$ cat config.mk
export PLATFORM = sky130hd
export DESIGN_NAME = lin_autobaud_rx
export DESIGN_NICKNAME = d
export VERILOG_FILES = /design/src/rtl/lin_ab_pkg.sv /design/src/rtl/lin_ab_rxfilt.sv /design/src/rtl/lin_ab_brkdet.sv /design/src/rtl/lin_ab_bytercv.sv /design/src/rtl/lin_autobaud_rx.sv
export SDC_FILE = /design/constraint.sdc
export NUM_CORES = 1
export LEC_CHECK = 0
export ABC_AREA = 0
export BUFFER_PORTS_ARGS = -buffer_cell sky130_fd_sc_hd__buf_2
export CAP_MARGIN = 30
export CORE_MARGIN = 8
export CORE_UTILIZATION = 55
export DETAILED_ROUTE_END_ITERATION = 8
export PLACE_DENSITY = 0.73
export SLEW_MARGIN = 20
export SYNTH_ARGS = -nofsm -noshare
export SYNTH_HDL_FRONTEND = slang
export SYNTH_SLANG_ARGS = --single-unit
$ cat constraint.sdc
create_clock -name clk -period 7.8 [get_ports clk]
set_input_delay 1.56 -clock clk [delete_from_list [all_inputs] [get_ports clk]]
set_output_delay 1.56 -clock clk [all_outputs]
set_load 0.02 [all_outputs]
$ cat src/rtl/lin_ab_pkg.sv
`timescale 1ns/1ps
package lin_ab_pkg;

    localparam int STAT_W = 6;

    typedef enum logic [2:0] {
        ST_OFF,
        ST_REFUSED,
        ST_WAIT_BREAK,
        ST_WAIT_SYNC,
        ST_MEASURE,
        ST_LOCKED
    } ab_state_e;

    typedef enum logic [1:0] {
        RX_IDLE,
        RX_START,
        RX_DATA,
        RX_STOP
    } rx_state_e;

    // first member is the most significant status bit
    typedef struct packed {
        logic mode_err;
        logic frame_err;
        logic range_err;
        logic sync_err;
        logic lock;
        logic brk;
    } ab_events_t;

endpackage

$ cat src/rtl/lin_ab_rxfilt.sv
`timescale 1ns/1ps
module lin_ab_rxfilt #(
    parameter int FILT_LEN = 3
) (
    input  logic clk,
    input  logic rst_n,
    input  logic tick,
    input  logic rx_in,
    input  logic filt_en,
    output logic rx_o,
    output logic fall,
    output logic rise
);
    localparam int FCW = $clog2(FILT_LEN + 1);

    logic [1:0]     sy_q;
    logic           rx_d;
    logic [FCW-1:0] fcnt;

    always_ff @(posedge clk or negedge rst_n) begin
        if (!rst_n) begin
            sy_q <= 2'b11;
            rx_o <= 1'b1;
            rx_d <= 1'b1;
            fcnt <= '0;
        end else begin
            sy_q <= {sy_q[0], rx_in};
            rx_d <= rx_o;
            if (!filt_en) begin
                rx_o <= sy_q[1];
                fcnt <= '0;
            end else if (sy_q[1] == rx_o) begin
                fcnt <= '0;
            end else if (tick) begin
                if (fcnt == FCW'(FILT_LEN - 1)) begin
                    rx_o <= sy_q[1];
                    fcnt <= '0;
                end else begin
                    fcnt <= fcnt + 1'b1;
                end
            end
        end
    end

    assign fall = rx_d & ~rx_o;
    assign rise = ~rx_d & rx_o;

    // while filtering, the output only moves after a full qualifying run
    p_filter_hold_r10: assert property (@(posedge clk) disable iff (!rst_n)
        (filt_en && $past(filt_en) && !$stable(rx_o))
            |-> ($past(sy_q[1]) == rx_o && $past(fcnt) == FCW'(FILT_LEN - 1)));

endmodule

$ cat src/rtl/lin_ab_brkdet.sv
`timescale 1ns/1ps
module lin_ab_brkdet #(
    parameter int BRK_TICKS = 36674
) (
    input  logic clk,
    input  logic rst_n,
    input  logic tick,
    input  logic rx_f,
    input  logic rise,
    output logic brk_end
);
    localparam int BW = $clog2(BRK_TICKS + 1);

    logic [BW-1:0] low_cnt;

    always_ff @(posedge clk or negedge rst_n) begin
        if (!rst_n) begin
            low_cnt <= '0;
        end else if (rx_f) begin
            low_cnt <= '0;
        end else if (tick && low_cnt != BW'(BRK_TICKS)) begin
            low_cnt <= low_cnt + 1'b1;
        end
    end

    assign brk_end = rise && (low_cnt == BW'(BRK_TICKS));

    // the low-run counter saturates at the break threshold
    p_low_cnt_bound_r3: assert property (@(posedge clk) disable iff (!rst_n)
        low_cnt <= BW'(BRK_TICKS));

    // a break end only coincides with the line returning high
    p_brk_on_high_r3: assert property (@(posedge clk) disable iff (!rst_n)
        brk_end |-> (rx_f && $past(!rx_f)));

endmodule

$ cat src/rtl/lin_ab_bytercv.sv
`timescale 1ns/1ps
module lin_ab_bytercv
    import lin_ab_pkg::*;
#(
    parameter int PW = 13
) (
    input  logic          clk,
    input  logic          rst_n,
    input  logic          tick,
    input  logic          run,
    input  logic          rx_f,
    input  logic          fall,
    input  logic [PW-1:0] period,
    output logic [7:0]    data,
    output logic          valid,
    output logic          ferr
);
    rx_state_e     st, st_nx;
    logic [PW-1:0] cnt;
    logic [PW-1:0] target;
    logic [7:0]    sh;
    logic [2:0]    bidx;
    logic          due;

    assign due = tick && (cnt == target - 1'b1);

    always_ff @(posedge clk or negedge rst_n) begin
        if (!rst_n) st <= RX_IDLE;
        else        st <= st_nx;
    end

    always_comb begin
        st_nx = st;
        unique case (st)
            RX_IDLE:  if (fall) st_nx = RX_START;
            RX_START: if (due) st_nx = rx_f ? RX_IDLE : RX_DATA;
            RX_DATA:  if (due && bidx == 3'd7) st_nx = RX_STOP;
            RX_STOP:  if (due) st_nx = RX_IDLE;
            default:  st_nx = RX_IDLE;
        endcase
        if (!run) st_nx = RX_IDLE;
    end

    always_ff @(posedge clk or negedge rst_n) begin
        if (!rst_n) begin
            cnt    <= '0;
            target <= '0;
            sh     <= '0;
            bidx   <= '0;
            data   <= '0;
            valid  <= 1'b0;
            ferr   <= 1'b0;
        end else begin
            valid <= 1'b0;
            ferr  <= 1'b0;
            if (!run || st == RX_IDLE) begin
                cnt    <= '0;
                target <= period >> 1;
                bidx   <= '0;
            end else if (due) begin
                cnt    <= '0;
                target <= period;
                unique case (st)
                    RX_DATA: begin
                        sh   <= {rx_f, sh[7:1]};
                        bidx <= bidx + 1'b1;
                    end
                    RX_STOP: begin
                        data  <= sh;
                        valid <= 1'b1;
                        ferr  <= ~rx_f;
                    end
                    default: ;
                endcase
            end else if (tick) begin
                cnt <= cnt + 1'b1;
            end
        end
    end

    // a byte strobe never lasts more than one cycle
    p_valid_single_r8: assert property (@(posedge clk) disable iff (!rst_n)
        valid |=> !valid);

    // when not running the receiver falls back to idle
    p_idle_when_stopped_r12: assert property (@(posedge clk) disable iff (!rst_n)
        !run |=> (st == RX_IDLE));

endmodule

$ cat src/rtl/lin_autobaud_rx.sv
`timescale 1ns/1ps
module lin_autobaud_rx
    import lin_ab_pkg::*;
#(
    parameter int PER_MIN   = 62,
    parameter int PER_MAX   = 5000,
    parameter int BRK_TICKS = 36674,
    parameter int FILT_LEN  = 3,
    parameter int TOL_SHIFT = 3
) (
    input  logic                         clk,
    input  logic                         rst_n,
    input  logic                         tick,
    input  logic                         rx_in,
    input  logic                         enable,
    input  logic                         master_cfg,
    input  logic                         filt_en,
    input  logic                         stat_clr,
    output logic [$clog2(PER_MAX+1)-1:0] bit_period,
    output logic [7:0]                   rx_data,
    output logic                         rx_valid,
    output logic [STAT_W-1:0]            status,
    output logic                         stat_irq
);
    localparam int PW       = $clog2(PER_MAX + 1);
    localparam int SPAN_LIM = 2 * PER_MAX + PER_MAX / 2;
    localparam int SW       = $clog2(SPAN_LIM + 1);
    localparam int TW       = SW + 2;

    logic rx_f, fall, rise, brk_end, rcv_ferr;

    lin_ab_rxfilt #(.FILT_LEN(FILT_LEN)) u_filt (
        .clk(clk), .rst_n(rst_n), .tick(tick), .rx_in(rx_in),
        .filt_en(filt_en), .rx_o(rx_f), .fall(fall), .rise(rise)
    );

    lin_ab_brkdet #(.BRK_TICKS(BRK_TICKS)) u_brk (
        .clk(clk), .rst_n(rst_n), .tick(tick), .rx_f(rx_f),
        .rise(rise), .brk_end(brk_end)
    );

    ab_state_e state, state_nx;

    lin_ab_bytercv #(.PW(PW)) u_rcv (
        .clk(clk), .rst_n(rst_n), .tick(tick), .run(state == ST_LOCKED),
        .rx_f(rx_f), .fall(fall), .period(bit_period),
        .data(rx_data), .valid(rx_valid), .ferr(rcv_ferr)
    );

    // sync measurement datapath
    logic [SW-1:0]     span, s0, sp_now, diff, tol;
    logic [TW-1:0]     total, tot_nx, per_calc;
    logic [1:0]        ecnt;
    logic              spc_bad, per_ok, timeout;
    ab_events_t        ev;
    logic [STAT_W-1:0] ev_vec;

    assign sp_now   = span + SW'(tick);
    assign diff     = (sp_now > s0) ? (sp_now - s0) : (s0 - sp_now);
    assign tol      = s0 >> TOL_SHIFT;
    assign spc_bad  = diff > tol;
    assign tot_nx   = total + TW'(sp_now);
    assign per_calc = tot_nx >> 3;
    assign per_ok   = (per_calc >= TW'(PER_MIN)) && (per_calc <= TW'(PER_MAX));
    assign timeout  = span >= SW'(SPAN_LIM);
    assign ev_vec   = ev;

    always_ff @(posedge clk or negedge rst_n) begin
        if (!rst_n) state <= ST_OFF;
        else        state <= state_nx;
    end

    always_comb begin
        state_nx = state;
        ev       = '0;
        if (!enable) begin
            state_nx = ST_OFF;
        end else if (master_cfg) begin
            state_nx    = ST_REFUSED;
            ev.mode_err = (state != ST_REFUSED);
        end else if (brk_end && state != ST_OFF && state != ST_REFUSED) begin
            state_nx = ST_WAIT_SYNC;
            ev.brk   = 1'b1;
        end else begin
            unique case (state)
                ST_OFF, ST_REFUSED: state_nx = ST_WAIT_BREAK;
                ST_WAIT_BREAK:      state_nx = ST_WAIT_BREAK;
                ST_WAIT_SYNC:       if (fall) state_nx = ST_MEASURE;
                ST_MEASURE: begin
                    if (timeout) begin
                        state_nx     = ST_WAIT_BREAK;
                        ev.range_err = 1'b1;
                    end else if (fall) begin
                        if (ecnt != 2'd0 && spc_bad) begin
                            state_nx    = ST_WAIT_BREAK;
                            ev.sync_err = 1'b1;
                        end else if (ecnt == 2'd3) begin
                            if (per_ok) begin
                                state_nx = ST_LOCKED;
                                ev.lock  = 1'b1;
                            end else begin
                                state_nx     = ST_WAIT_BREAK;
                                ev.range_err = 1'b1;
                            end
                        end
                    end
                end
                ST_LOCKED:          state_nx = ST_LOCKED;
                default:            state_nx = ST_OFF;
            endcase
        end
        ev.frame_err = rcv_ferr;
    end

    always_ff @(posedge clk or negedge rst_n) begin
        if (!rst_n) begin
            span       <= '0;
            s0         <= '0;
            total      <= '0;
            ecnt       <= '0;
            bit_period <= '0;
            status     <= '0;
            stat_irq   <= 1'b0;
        end else begin
            stat_irq <= |ev_vec;
            status   <= (stat_clr ? '0 : status) | ev_vec;
            if (state != ST_MEASURE) begin
                span  <= '0;
                s0    <= '0;
                total <= '0;
                ecnt  <= '0;
            end else if (fall) begin
                span  <= '0;
                ecnt  <= ecnt + 1'b1;
                total <= tot_nx;
                if (ecnt == 2'd0) s0 <= sp_now;
            end else if (tick) begin
                span <= span + 1'b1;
            end
            if (ev.lock) bit_period <= PW'(per_calc);
        end
    end

    // an interrupt pulse always comes with a visible flag
    p_irq_has_status_r11: assert property (@(posedge clk) disable iff (!rst_n)
        stat_irq |-> (status != '0));

    // a clear with no competing event empties the status
    p_clear_empties_r11: assert property (@(posedge clk) disable iff (!rst_n)
        (stat_clr && ev_vec == '0) |=> (status == '0));

    // a lock only ever loads a period inside the supported range
    p_lock_in_range_r7: assert property (@(posedge clk) disable iff (!rst_n)
        ev.lock |=> (bit_period >= PW'(PER_MIN) && bit_period <= PW'(PER_MAX)));

    // master configuration parks the controller in the refused state
    p_master_refused_r2: assert property (@(posedge clk) disable iff (!rst_n)
        (enable && master_cfg) |=> (state == ST_REFUSED));

    // disabling returns the controller to off
    p_off_when_disabled_r12: assert property (@(posedge clk) disable iff (!rst_n)
        !enable |=> (state == ST_OFF));

endmodule

* Word level (Yosys, flattened, before mapping)
Cells that the tools add are included.
W data, S select, Z words.
** Word-level totals
- Register bits after elaboration :: 140
- Input bits :: 8
- Output and inout port bits :: 29
- Word-level logic and storage cells :: 172
** Operators by class
- Add/subtract/negate cells :: 11
- Magnitude comparators :: 5
- Equal/unequal tests :: 28
- Muxes and demuxes :: 70
- Bitwise gates (word level) :: 6
- Reductions and logical operators :: 31
** Operator list (count)
- $mux W14 :: 7
- $mux W13 :: 5
- $mux W16 :: 4
- $mux W3 :: 15
- $sub A14 B14 Y14 :: 2
- $mux W2 :: 13
- $mux W1 :: 21
- $add A16 B1 Y16 const B :: 1
- $add A16 B14 Y16 :: 1
- $eq A16 B16 Y1 const B :: 1
- $ne A16 B16 Y1 const B :: 1
- $ne A3 B3 Y1 const B :: 5
- $add A14 B1 Y14 :: 1
- $add A14 B1 Y14 const B :: 1
- $ge A14 B14 Y1 const B :: 1
- $gt A14 B11 Y1 :: 1
- $gt A14 B14 Y1 :: 1
- $add A13 B1 Y13 const B :: 1
- $eq A13 B13 Y1 :: 1
- $ge A13 B6 Y1 const B :: 1
- $le A13 B13 Y1 const B :: 1
- $sub A13 B1 Y13 const B :: 1
- $pmux W3 S4 :: 1
- $reduce_and A3 Y1 :: 4
- 32 further kinds :: 60

* Longest topological paths before layout
- Depth in word-level cells :: 14
- Mapped depth :: 29
- Mapped depth without buffers :: 26

* Modules after synthesis
From an unflattened synthesis, not the netlist that was laid out.
** Second synthesis, totals
- Cell total of the unflattened synthesis :: 1046
- Area total of the unflattened synthesis :: 9595.5 um^2
** By module, submodules not included
- lin_autobaud_rx :: times used 1, cells each 673, area each 5791.8 um^2
- lin_ab_bytercv :: times used 1, cells each 254, area each 2607.5 um^2
- lin_ab_brkdet :: times used 1, cells each 99, area each 933.4 um^2
- lin_ab_rxfilt :: times used 1, cells each 20, area each 262.8 um^2

* Worst setup path after synthesis
OpenSTA, ideal clock, no wires.
- Kind :: in2reg
- Start point :: input port tick
- End point :: register bit_period[10]
- Setup time :: 125 ps
- Arrival time :: 6858 ps
- Required time :: 7675 ps
- Path slack :: 817 ps
- Stages on the path :: 29
- Path through :: ha_1 nand3_1 nor2_1 nand3_1 nor2_1 xnor2_1 inv_1 ha_1 clkbuf_2 and3_1 nand2_1 a21o_1 a31o_2 buf_2 buf_1 a211oi_1 a31oi_1 xor2_1 ha_1 a21o_1 a21oi_1 o221ai_1 a211oi_1 nor2_1 nor4_4 nor3_2 nor4_4 buf_6 mux2_4
** On the way
- Cells in the longest elaborated chain, start to end :: 13
- Elaborated cells between the ends (all ways) :: 20
- Those cells by class :: add/sub: 4; order compare: 4; mux: 10; reduce/logical: 2
** RTL lines
- start, declared :: line lin_autobaud_rx.sv:13 : input logic tick,
- $add A14 B1 Y14 (*) :: line lin_autobaud_rx.sv:58 : assign sp_now = span + SW'(tick);
- $add A16 B14 Y16 :: line lin_autobaud_rx.sv:62 : assign tot_nx = total + TW'(sp_now);
- $ge A13 B6 Y1 or $le A13 B13 Y1 (tied branches) :: line lin_autobaud_rx.sv:64 : assign per_ok = (per_calc >= TW'(PER_MIN)) && (per_calc <= TW'(PER_MAX));
- $logic_and A1 B1 Y1 :: line lin_autobaud_rx.sv:64
- $mux W1 :: line lin_autobaud_rx.sv:98 : if (per_ok) begin
- $mux W1 :: line lin_autobaud_rx.sv:97 : end else if (ecnt == 2'd3) begin
- $mux W1 :: line lin_autobaud_rx.sv:94 : if (ecnt != 2'd0 && spc_bad) begin
- $mux W3 :: line lin_autobaud_rx.sv:93 : end else if (fall) begin
- $mux W2 :: line lin_autobaud_rx.sv:90 : if (timeout) begin
- $mux W3 :: line lin_autobaud_rx.sv:85 : unique case (state)
- $mux W3 :: line lin_autobaud_rx.sv:81 : end else if (brk_end && state != ST_OFF && state != ST_REFUSED) begin
- $mux W4 :: line lin_autobaud_rx.sv:78 : end else if (master_cfg) begin
- $mux W4 :: line lin_autobaud_rx.sv:76 : if (!enable) begin
- end signal, assigned :: line lin_autobaud_rx.sv:140 : if (ev.lock) bit_period <= PW'(per_calc);
- end, declared :: line lin_autobaud_rx.sv:19 : output logic [$clog2(PER_MAX+1)-1:0] bit_period,
Mark *: on every way between the ends. The rest lies on a longest branch, timed or not.
A chain may end at the register's enable or synchronous reset.

* Worst setup path in the final report
- Start point :: input port tick
- End point :: register bit_period[0]
Same word-level chain as after synthesis.

==> flow_summary_export.csv <==
group,metric,value,unit
placement,dpl.hpwl,17.8,mm
power,internal_power,1.22,mW
finish,drive_above_1_share,13.8,%
floorplan,dieArea,22600,µm²
hold_path,hold_class,"register to register",
global_route,grt_pass1_wl,40.2,mm
timing,relSlewSlack,39.8,%
worst_setup_path,cp.arrival,7660,ps
floorplan,pin_count,37,
clocking,holdBufCountCts,0,
routing,ant_nets,0,
worst_setup_path,required,8120,ps
synthesis,syn_area,9930,µm²
power,comb_power_share,5.4,%
synthesis,ys_ff_latch,140,
synthesis,synthCells,1130,
power,pwr-share-clk,49.3,%
routing,firstDrtPassIters,5,
timing,setup-tns-final,0,ps
timing,report.final.slew_viol_count,0,
routing,drt-total-wl,24.2,mm
routing,drcViolationCount,0,
timing,fin_crit,7350,ps
clocking,clk_latency,430,ps
timing,fin_skew,7.60,ps
worst_setup_path,rrSetupSlack,1190,ps
worst_setup_path,critPathKind,"input port to register",
power,powerDensity,151,nW/µm²
routing,num_vias,8308,
synthesis,ys_warn_count,0,
synthesis,synthArstFlopShare,100,%
synthesis,yosysUniqueCellTypes,92,
clocking,h-tree-depth,4,
global_route,grt_pass1_vias,7838,
clocking,post_cts_buffers,0,
routing,viasPerCell,5.99,
finish,diodes,0,
worst_setup_path,cp_max_fo,15,
worst_setup_path,cp-start-kind,"input port",
clocking,cts_tree,"yes",
clocking,clock-sinks,140,
synthesis,synth_seq_area_share,35.3,%
power,swShare,25.4,%
finish,utilization,60.9,%
timing,setup_viol,0,
routing,wire_per_inst,17.4,µm
floorplan,rows,49,
global_route,grt_antenna_before_repair,0,
global_route,track_usage,22.1,%
floorplan,core,17800,µm²
floorplan,die_y,150,µm
synthesis,synth_ff_type,"dfrtp_1",
timing,finalCritPeriodShare,94.2,%
finish,layout_common_cells,"nand2_1, dfrtp_1, nor2_1, a21oi_1, ha_1",
power,vdd_drop_max,0.232,mV
global_route,grt_max_degree,72,
clocking,numCtsBuffers,17,
finish,nets,1220,
power,p_leak,4.85,nW
timing,hold_violations,0,
timing,rsz0062_at_grt,"false",
timing,max_freq,0.136,GHz
power,switchingPower,0.416,mW
placement,place_congestion,0.973,
placement,numPortBuffers,36,
finish,area_growth,9.43,%
floorplan,die_w,150,µm
timing,worstMarginPinSlew,902,ps
clocking,clkTransAtPathRegs,60,ps
synthesis,synth_edf_count,0,
clocking,postCtsResizedCells,0,
clocking,cts-root-buf,"clkbuf_16",
floorplan,start_util,55.7,%
power,p_seq_share,45.4,%
worst_setup_path,end_kind,"register",
synthesis,syn_nets,1205,
routing,drt_iter0_drc,760,
global_route,overflow,0,
status,status,"finished, final reports clean",
clocking,cts_buffer_depth,2,
run,maxCapViolCount,0,
synthesis,syn_area_per_cell,8.79,µm²
## flip-flops by register name, indices dropped and copies added, names as in the netlist, 6 cells and up
register	flops
bit_period	13
s0	14
span	14
status	6
total	16
u_brk.low_cnt	16
u_rcv.cnt	13
u_rcv.data	8
u_rcv.sh	8
u_rcv.target	13
## synthesized netlist by cell type, types with 4 or more instances
library cell / count / area (µm²)
and4_1: 5 / 43.8
a22o_1: 4 / 35.0
o21a_1: 11 / 82.6
nor3_1: 28 / 140
o31ai_1: 5 / 37.5
a31oi_1: 24 / 150
or2_2: 5 / 31.3
nor3_2: 4 / 40.0
a21boi_0: 5 / 37.5
mux2i_1: 12 / 120
nand2_1: 136 / 510
ha_1: 64 / 801
a211o_1: 4 / 35.0
dfrtp_1: 136 / 3400
clkbuf_1: 31 / 116
o21ai_0: 47 / 235
or3_1: 14 / 87.6
nor2b_1: 12 / 75.1
xor2_1: 39 / 342
buf_2: 18 / 90.1
xnor2_1: 36 / 315
a21o_1: 17 / 128
nand4_1: 23 / 144
and3_1: 5 / 31.3
mux2_4: 9 / 135
nand3_1: 33 / 165
nand2b_1: 11 / 68.8
a211oi_1: 8 / 60.1
nor4_1: 9 / 56.3
o21bai_1: 5 / 37.5
inv_1: 56 / 210
mux2_2: 25 / 282
and2_1: 7 / 43.8
nor2_1: 114 / 428
o211ai_1: 4 / 30.0
a21oi_1: 66 / 330
o2111ai_1: 8 / 70.1
dfstp_2: 4 / 105
## critical path: stages
cell and delay [ps]:
buf_2 90, ha_1 190, nand3_1 120, nor2_1 250, nand3_1 210, nor2_1 180
xnor2_1 170, inv_1 100, ha_1 440, nand2_1 100, nor4_2 330, o2bb2ai_1 160
a31o_2 320, mux2i_1 300, o2bb2ai_1 130, o21bai_1 190, a21oi_1 210, xnor2_1 90
ha_1 320, nand3_1 120, nor4_1 560, nor2_1 170, nor4_4 310, nor3_2 130
nor4_4 260, buf_4 290, mux2_2 360
## power by group through the flow
stage                     Sequential [mW]  Combinational (mW)  Clock, mW
after global routing                0.744              0.0983      0.852
after CTS                           0.743              0.0857      0.823
final                               0.743              0.0877      0.807
after detailed placement            0.756              0.0848          0
after global placement              0.756              0.0832          0
after floorplan                     0.752              0.0540          0
## worst paths after layout
| path | from | end | cells past startpoint |
|---|---|---|---|
| min reg2reg | u_filt.sy_q[0] | u_filt.sy_q[1] | 0 |
| max reg2reg | span[0] | bit_period[0] | 26 |
| max in group asynchronous | rst_n | u_filt.rx_d | 3 |
| max | tick | bit_period[0] | 27 |
| min in group asynchronous | rst_n | s0[2] | 1 |
| min | u_filt.sy_q[0] | u_filt.sy_q[1] | 0 |
## through the flow
step                      cells  hold slack, ps  instance area [µm²]  worst slack, ps  power, mW
after global routing       1387             365                10900             72.6       1.69
after floorplan            1130             345                 9930              817      0.806
after CTS                  1384             367                10800              605       1.65
after global placement     1352             347                10200              271      0.839
after detailed placement   1352             353                10200              178      0.841
final                      1387             363                10900              451       1.64
## kinds of logic (layout without fill, tap and decap cells)
family,after synthesis,count (layout),synth area share [%]
buffers and inverters,114,142,4.89
flip-flops,140,140,35.3
AO/OA/AOI/OAI,256,256,17.7
adder cells (fa/ha/maj),67,67,8.67
XOR/XNOR,75,75,6.61
multiplexers,46,46,5.40
AND/OR/NAND/NOR,432,432,21.5
## cell type report
type / count / area (µm²)
multi-input combinational: 876 / 5940
timing repair buffer: 54 / 338
fill: 1553 / 6970
tap: 229 / 287
inverter: 56 / 210
clock buffer: 18 / 439
clock inverter: 14 / 149
sequential: 140 / 3510
## metal layers
layer	vias up	part of all wire [%]	global-route usage (%)	routed length (µm)
met5	-	0	0	0
met3	42	4.6	4.18	1110
met1	4063	48	31.6	11700
li1	4024	-	-	-
met2	179	45	33.0	11000
met4	0	1.8	7.25	445
No activity file was read; power rests on OpenSTA's default activity.
